[config.mk]
export PLATFORM = sky130hd
export DESIGN_NAME = i2c_bus_monitor
export DESIGN_NICKNAME = d
export VERILOG_FILES = /design/src/rtl/i2c_mon_pkg.sv /design/src/rtl/i2c_mon_sync.sv /design/src/rtl/i2c_mon_cond.sv /design/src/rtl/i2c_mon_arb.sv /design/src/rtl/i2c_bus_monitor.sv
export SDC_FILE = /design/constraint.sdc
export NUM_CORES = 1
export LEC_CHECK = 0
export ABC_CLOCK_PERIOD_IN_PS = 1070
export BUFFER_PORTS_ARGS = -buffer_cell sky130_fd_sc_hd__clkbuf_2
export CAP_MARGIN = 20
export CORE_AREA = 2 2 42 48
export CTS_BUF_LIST = sky130_fd_sc_hd__clkbuf_4
export DETAILED_ROUTE_END_ITERATION = 10
export DIE_AREA = 0 0 44 50
export HOLD_SLACK_MARGIN = 0.02
export MAX_ROUTING_LAYER = met4
export SLEW_MARGIN = 20
export SYNTH_ARGS = -nofsm -noshare
export SYNTH_HDL_FRONTEND = slang
export SYNTH_SLANG_ARGS = --single-unit
export TNS_END_PERCENT = 50
[constraint.sdc]
create_clock -name clk_i -period 1.07 [get_ports clk_i]
set_clock_uncertainty 0.05 [all_clocks]
set_input_delay 0.214 -clock clk_i [delete_from_list [all_inputs] [get_ports clk_i]]
set_output_delay 0.214 -clock clk_i [all_outputs]
set_load 0.005 [all_outputs]
[src/rtl/i2c_mon_pkg.sv]
package i2c_mon_pkg;
  localparam int unsigned SYNC_DEPTH = 2;

  typedef struct packed {
    logic scl;
    logic sda;
  } line_t;

  localparam line_t LINE_IDLE = '{scl: 1'b1, sda: 1'b1};
endpackage

[src/rtl/i2c_mon_sync.sv]
module i2c_mon_sync #(
  parameter int unsigned STAGES = 2,
  parameter int unsigned W = 2,
  parameter logic [W-1:0] RST_VAL = '0
) (
  input  logic         clk_i,
  input  logic         rst_ni,
  input  logic [W-1:0] d_i,
  output logic [W-1:0] q_o
);
  logic [STAGES-1:0][W-1:0] stage_q;

  always_ff @(posedge clk_i or negedge rst_ni) begin
    if (!rst_ni) stage_q <= {STAGES{RST_VAL}};
    else         stage_q <= {stage_q[STAGES-2:0], d_i};
  end

  assign q_o = stage_q[STAGES-1];

  initial begin
    assert_depth_min_R2: assert (STAGES >= 2);
  end
endmodule

[src/rtl/i2c_mon_cond.sv]
module i2c_mon_cond
  import i2c_mon_pkg::*;
(
  input  logic  clk_i,
  input  logic  rst_ni,
  input  line_t line_i,
  output logic  start_det_o,
  output logic  start_o,
  output logic  stop_o,
  output logic  busy_o
);
  line_t prev_q;
  logic  stop_det;
  logic  start_q, stop_q, busy_q;

  // both edges judged with SCL high before and after
  assign start_det_o = prev_q.scl & line_i.scl &  prev_q.sda & ~line_i.sda;
  assign stop_det    = prev_q.scl & line_i.scl & ~prev_q.sda &  line_i.sda;

  always_ff @(posedge clk_i or negedge rst_ni) begin
    if (!rst_ni) begin
      prev_q  <= LINE_IDLE;
      start_q <= 1'b0;
      stop_q  <= 1'b0;
      busy_q  <= 1'b0;
    end else begin
      prev_q  <= line_i;
      start_q <= start_det_o;
      stop_q  <= stop_det;
      if (start_det_o)   busy_q <= 1'b1;
      else if (stop_det) busy_q <= 1'b0;
    end
  end

  assign start_o = start_q;
  assign stop_o  = stop_q;
  assign busy_o  = busy_q;

  assert_busy_rise_R5: assert property (@(posedge clk_i) disable iff (!rst_ni)
    $rose(busy_q) |-> start_q);
  assert_busy_fall_R5: assert property (@(posedge clk_i) disable iff (!rst_ni)
    $fell(busy_q) |-> stop_q);
endmodule

[src/rtl/i2c_mon_arb.sv]
module i2c_mon_arb
  import i2c_mon_pkg::*;
(
  input  logic  clk_i,
  input  logic  rst_ni,
  input  line_t line_i,
  input  logic  tx_active_i,
  input  logic  drive_low_i,
  input  logic  go_i,
  input  logic  busy_i,
  input  logic  start_det_i,
  output logic  accepted_o,
  output logic  lost_o
);
  logic armed_q, accepted_q, lost_q;
  logic mismatch, own_start;

  assign mismatch  = tx_active_i & ~drive_low_i & line_i.scl & ~line_i.sda;
  assign own_start = armed_q & start_det_i & drive_low_i;

  always_ff @(posedge clk_i or negedge rst_ni) begin
    if (!rst_ni) begin
      armed_q    <= 1'b0;
      accepted_q <= 1'b0;
      lost_q     <= 1'b0;
    end else begin
      accepted_q <= own_start;
      if (mismatch)  lost_q <= 1'b1;
      else if (go_i) lost_q <= 1'b0;
      if (own_start || mismatch) armed_q <= 1'b0;
      else if (go_i && !busy_i)  armed_q <= 1'b1;
    end
  end

  assign accepted_o = accepted_q;
  assign lost_o     = lost_q;

  assert_lost_clear_R11: assert property (@(posedge clk_i) disable iff (!rst_ni)
    $fell(lost_q) |-> $past(go_i));
  assert_accept_armed_R7: assert property (@(posedge clk_i) disable iff (!rst_ni)
    $rose(accepted_q) |-> $past(armed_q));
endmodule

[src/rtl/i2c_bus_monitor.sv]
module i2c_bus_monitor
  import i2c_mon_pkg::*;
#(
  parameter int unsigned SYNC_STAGES = SYNC_DEPTH
) (
  input  logic clk_i,
  input  logic rst_ni,
  input  logic scl_i,
  input  logic sda_i,
  input  logic tx_active_i,
  input  logic sda_drive_low_i,
  input  logic go_i,
  output logic bus_busy_o,
  output logic start_seen_o,
  output logic stop_seen_o,
  output logic start_accepted_o,
  output logic lost_arb_o
);
  logic [1:0] line_raw, line_s, drv_raw, drv_s;
  line_t      line;
  logic       start_det;

  assign line_raw = {scl_i, sda_i};
  assign drv_raw  = {tx_active_i, sda_drive_low_i};

  i2c_mon_sync #(.STAGES(SYNC_STAGES), .W(2), .RST_VAL(2'b11)) u_line_sync (
    .clk_i(clk_i), .rst_ni(rst_ni), .d_i(line_raw), .q_o(line_s)
  );

  // drive intent delayed to match the line samples
  i2c_mon_sync #(.STAGES(SYNC_STAGES), .W(2), .RST_VAL(2'b00)) u_drv_align (
    .clk_i(clk_i), .rst_ni(rst_ni), .d_i(drv_raw), .q_o(drv_s)
  );

  assign line = '{scl: line_s[1], sda: line_s[0]};

  i2c_mon_cond u_cond (
    .clk_i(clk_i), .rst_ni(rst_ni), .line_i(line),
    .start_det_o(start_det), .start_o(start_seen_o),
    .stop_o(stop_seen_o), .busy_o(bus_busy_o)
  );

  i2c_mon_arb u_arb (
    .clk_i(clk_i), .rst_ni(rst_ni), .line_i(line),
    .tx_active_i(drv_s[1]), .drive_low_i(drv_s[0]),
    .go_i(go_i), .busy_i(bus_busy_o), .start_det_i(start_det),
    .accepted_o(start_accepted_o), .lost_o(lost_arb_o)
  );

  assert_cond_excl_R4: assert property (@(posedge clk_i) disable iff (!rst_ni)
    $onehot0({start_seen_o, stop_seen_o}));
  assert_accept_start_R7: assert property (@(posedge clk_i) disable iff (!rst_ni)
    start_accepted_o |-> start_seen_o);
endmodule

Word level (Yosys, flattened, before mapping)
Index checks and enable logic that the tools add are counted.
{"block": "word_totals", "regBits": 16, "output_inout_bits": 5, "wordCells": 37}
{"block": "classes", "mux": 6, "bitwise_logic": 13, "reduce_logical": 6}
{"op": "bitwise AND 1 bit", "count": 10}
{"op": "two-way mux 1 bit", "count": 6}
{"op": "nonzero test 2 bit", "count": 3}
{"op": "inverter 1 bit", "count": 3}
{"op": "logical AND 1 bit", "count": 1}
{"op": "logical NOT 1 bit", "count": 1}
{"op": "logical OR 1 bit", "count": 1}

Longest topological paths before layout
{"block": "depth", "word_depth": 7, "ltp_mapped": 3, "ltp_nobuf": 3}

Modules after synthesis
From an unflattened synthesis, not the netlist that was laid out.
{"block": "hier_totals", "cells_unflattened": 34, "hier_area_um2": 516.7}
{"mod": "i2c_mon_cond", "instances": 1, "cells_per_inst": 12, "seq_area_each_um2": 127.6, "area_per_inst_um2": 161.4}
{"mod": "i2c_mon_arb", "instances": 1, "cells_per_inst": 10, "seq_area_each_um2": 75.1, "area_per_inst_um2": 120.1}
{"mod": "i2c_mon_sync (u_line_sync)", "instances": 1, "cells_per_inst": 6, "seq_area_each_um2": 105.1, "area_per_inst_um2": 120.1}
{"mod": "i2c_mon_sync (u_drv_align)", "instances": 1, "cells_per_inst": 6, "seq_area_each_um2": 100.1, "area_per_inst_um2": 115.1}

Worst setup path before layout
OpenSTA, ideal clock, no wires.
{"block": "synth_timing", "kind": "register to register", "start": "register u_line_sync.stage_q (netlist bit u_line_sync.q_o[0])", "end": "register u_arb.armed_q", "stages_incl_launch_ff": 4, "period_less_slack_ns": 1.167, "required_time_ns": 0.940, "setup_ns": 0.080, "t_arrival_ns": 1.036, "path_slack_ns": -0.097, "n_path_buf": 0, "cell_sequence": "dfstp_2 -> and4b_1 -> and3_4 -> nor3_2"}
{"block": "synth_between", "elab_chain_len": 6}
{"item": "from (decl)", "line_no": "i2c_mon_sync.sv:11", "source": "logic [STAGES-1:0][W-1:0] stage_q;"}
{"item": "from (signal assigned)", "line_no": "i2c_mon_sync.sv:14", "source": "if (!rst_ni) stage_q <= {STAGES{RST_VAL}};"}
{"item": "from (signal assigned)", "line_no": "i2c_mon_sync.sv:15", "source": "else stage_q <= {stage_q[STAGES-2:0], d_i};"}
{"item": "inverter 1 bit *", "line_no": "i2c_mon_cond.sv:17", "source": "assign start_det_o = prev_q.scl & line_i.scl & prev_q.sda & ~line_i.sda;"}
{"item": "bitwise AND 1 bit *", "line_no": "i2c_mon_cond.sv:17"}
{"item": "named net start_det", "line_no": "i2c_bus_monitor.sv:21", "source": "logic start_det;"}
{"item": "bitwise AND 1 bit * (2 in series)", "line_no": "i2c_mon_arb.sv:19", "source": "assign own_start = armed_q & start_det_i & drive_low_i;"}
{"item": "named net u_arb.own_start", "line_no": "i2c_mon_arb.sv:16", "source": "logic mismatch, own_start;"}
{"item": "logical OR 1 bit *", "line_no": "i2c_mon_arb.sv:30", "source": "if (own_start || mismatch) armed_q <= 1'b0;"}
{"item": "two-way mux 1 bit / nonzero test 2 bit (equally long branches)"}
{"item": "to (signal assigned)", "line_no": "i2c_mon_arb.sv:23", "source": "armed_q <= 1'b0;"}
{"item": "to (signal assigned)", "line_no": "i2c_mon_arb.sv:30"}
{"item": "to (signal assigned)", "line_no": "i2c_mon_arb.sv:31", "source": "else if (go_i && !busy_i) armed_q <= 1'b1;"}
{"item": "to (decl)", "line_no": "i2c_mon_arb.sv:15", "source": "logic armed_q, accepted_q, lost_q;"}
Mark *: on every way through the listed nets, which the timed path passes. The rest lies on a longest branch.
A chain may end at the register's enable or synchronous reset.

Worst setup path in the final report
{"block": "layout_timing", "start": "register u_cond.prev_q[0] (netlist name)", "end": "register u_arb.armed_q"}
{"block": "layout_between", "elab_chain_len": 6}
{"item": "from (decl)", "line_no": "i2c_mon_cond.sv:12", "source": "line_t prev_q;"}
{"item": "from (signal assigned)", "line_no": "i2c_mon_cond.sv:27", "source": "prev_q <= line_i;"}
{"item": "bitwise AND 1 bit * (2 in series)", "line_no": "i2c_mon_cond.sv:17"}
{"item": "named net start_det", "line_no": "i2c_bus_monitor.sv:21"}
{"item": "bitwise AND 1 bit * (2 in series)", "line_no": "i2c_mon_arb.sv:19"}
{"item": "named net u_arb.own_start", "line_no": "i2c_mon_arb.sv:16"}
{"item": "logical OR 1 bit *", "line_no": "i2c_mon_arb.sv:30"}
{"item": "two-way mux 1 bit / nonzero test 2 bit (equally long branches)"}
Marks and branches as above.

==> impl_metrics.yaml <==
worst_setup_path:
  slowest_stage: "dfstp_2"
  worst_path_largest_cell_delay_ns: 0.53
  worst-path-max-fanout: 3
  worstPathRequired_ns: 1.19
  arrival_ns: 1.26
  path_cells: "and4b_1 -> and3_4 -> nor3_2"
  start_kind: "flip-flop"
  cp-end-kind: "flip-flop"
  critical_path_class: "reg2reg"
final_layout:
  multi_input_area_um2: 73.8
  insertedDiodeCount: 0
  layout-drive-gt1-share_pct: 51.0
  fillers: 166
  seq_area_um2: 408
  fin_cells: 67
  layout_commonest_cell: "clkbuf_2"
  layout_common_cells: "clkbuf_2 (11), dfrtp_1 (10), dfstp_2 (6)"
  nets: 57
  area_delta_synth_final_pct: 36.1
routing:
  drt_wl_total_um: 691
  wire_per_inst_um: 10.3
  drc_errors: 0
  drt_pre_antenna_iters: 4
  ant_nets: 0
  vias_per_cell: 4.30
  vias: 288
  drt_iter0_drc: 1
placement:
  portBuffers: 11
  gp_congestion: 0.683
  place_inst: 57
  dp_hpwl_um: 481
timing:
  tightest_slew_ns: 0.373
  hold_slack_ns: 0.150
  finalHoldViolations: 0
  period_share_pct: 106
  period_needed_ns: 1.14
  setup_slack_ns: -0.0677
  max_clock_freq_ghz: 0.879
  rsz0062_at_grt: "true"
  setup-violations-final: 3
  slew_viol_final: 0
  relSlewSlack_pct: 75.1
grt:
  grt_antenna_before_repair: 0
  grt_overflow: 0
  grt_max_degree: 17
  grt_pass1_vias: 285
  grtUsageTotal_pct: 8.00
  grt_first_pass_wirelength_mm: 1.18
logic_synthesis:
  syn_area_per_cell_um2: 18.8
  synth_cell_types: 10
  syn_nets: 33
  yosys_warnings: 0
  yosysSeqAreaShare_pct: 83.4
  synth_seq_cells: 16
  syn_area_um2: 489
  syn_inst: 26
floorplanning:
  rows: 16
  start_util_pct: 28.4
  core_um2: 1720
  ioPinCount: 12
  die_x_um: 44
  die_h_um: 50
  dieArea_um2: 2200
power:
  ir_drop_v: 0.000981
  leakagePower_uw: 0.000335
  p_per_area_nw_per_um2: 1580
cts:
  clkTransAtPathRegs_ns: 0.08
  cts_max_path_buffers: 2
  cts_tree: "done"
  cts_root_buffer: "clkbuf_4"
  cts.sinks: 16
  cts_resized: 0
  clock_latency_ns: 0.27
  numCtsBuffers: 3
  h-tree-depth: 1
outcome:
  run_status: "finished, violations left"
  violations: "negative setup slack"
job:
  cap_violations: 0
min_path:
  worstHoldPathType: "in2reg"
-- per-stage QoR --
stage | power (uW) | area (um^2) | utilization [%] | setup slack [ns] | TNS, ns
after floorplan | 703 | 489 | - | -0.0287 | -0.0287
after global placement | 748 | 582 | 33.8 | -0.0520 | -0.0537
after detailed placement | 751 | 582 | 33.8 | -0.0754 | -0.0998
after CTS | 1070 | 666 | 38.7 | -0.0877 | -0.140
after global routing | 1130 | 666 | 38.7 | -0.124 | -0.277
final | 1050 | 666 | 38.7 | -0.0677 | -0.0918
-- final timing paths --
path                                                   from  cells past startpoint                                to  slack (ns)
min reg2reg                u_drv_align.stage_q[1]$_DFF_PN0_                      0      u_drv_align.q_o[1]$_DFF_PN0_        0.30
max in group asynchronous                            rst_ni                      2        u_cond.prev_q[0]$_DFF_PN1_        0.33
min in group asynchronous                            rst_ni                      2  u_drv_align.stage_q[1]$_DFF_PN0_        0.33
min                                                    go_i                      3          u_arb.lost_o$_DFFE_PN0P_        0.15
max                              u_cond.prev_q[0]$_DFF_PN1_                      3         u_arb.armed_q$_DFFE_PN0P_       -0.07
max reg2reg                      u_cond.prev_q[0]$_DFF_PN1_                      3         u_arb.armed_q$_DFFE_PN0P_       -0.07
-- state kept, by name (all words and copies together), names as in the netlist, 2 cells and up --
name                 count
u_cond.prev_q            2
u_line_sync.stage_q      2
u_drv_align.q_o          2
u_drv_align.stage_q      2
u_line_sync.q_o          2
-- report_power, final --
group / switching (uW) / internal [uW] / leakage (uW) / total (uW)
logic: 37.6 / 48.3 / 0.000133 / 85.9
registers: 15.6 / 651 / 0.000187 / 667
clock network: 167 / 135 / 0.0000154 / 302
-- cell families after synthesis --
logic type | share of synthesized area (%)
compound gates | 4.09
buf+inv | 1.54
flops | 83.4
simple gates | 11.0
-- cells in the mapped netlist --
master / number / area, um^2
dfrtp_1: 10 / 250
dfstp_2: 6 / 158
and4b_1: 2 / 20.0
inv_1: 2 / 7.51
a21o_1: 1 / 7.51
a21oi_1: 1 / 5.00
and3_4: 1 / 11.3
and4bb_1: 1 / 12.5
nor3_2: 1 / 10.0
o21bai_1: 1 / 7.51
-- layout make-up --
class	instances	area share, %
clock inverters	1	0.564
clock buffers	3	3.38
repair buffers	19	19.2
multi-input cells	8	11.1
flip-flops and latches	16	61.3
inverters	2	1.13
well taps	18	3.38
-- critical path, delay by kind of cell (launching register included) --
family / cells / cell delay, ns
DFF: 1 / 0.53
and+or+nand+nor: 3 / 0.45
-- layer usage --
layer	global-route usage (%)	wire [um]	vias up	share of wire (%)
li1	-	-	136	-
met1	7.85	314	140	45
met2	12.3	328	12	47
met3	5.49	48	0	6.9
met4	3.03	0	0	0
met5	-	0	-	0
-- repair_timing --
action                                  in CTS  in global routing
buffers inserted                             1                  0
gates cloned                                 0                  0
endpoints found under the setup margin       4                  7
endpoints found under the hold margin       14                  0
pin swaps                                    2                  1
hold buffers                                 5                  0
Note: power is estimated with default switching activity, not from simulation.
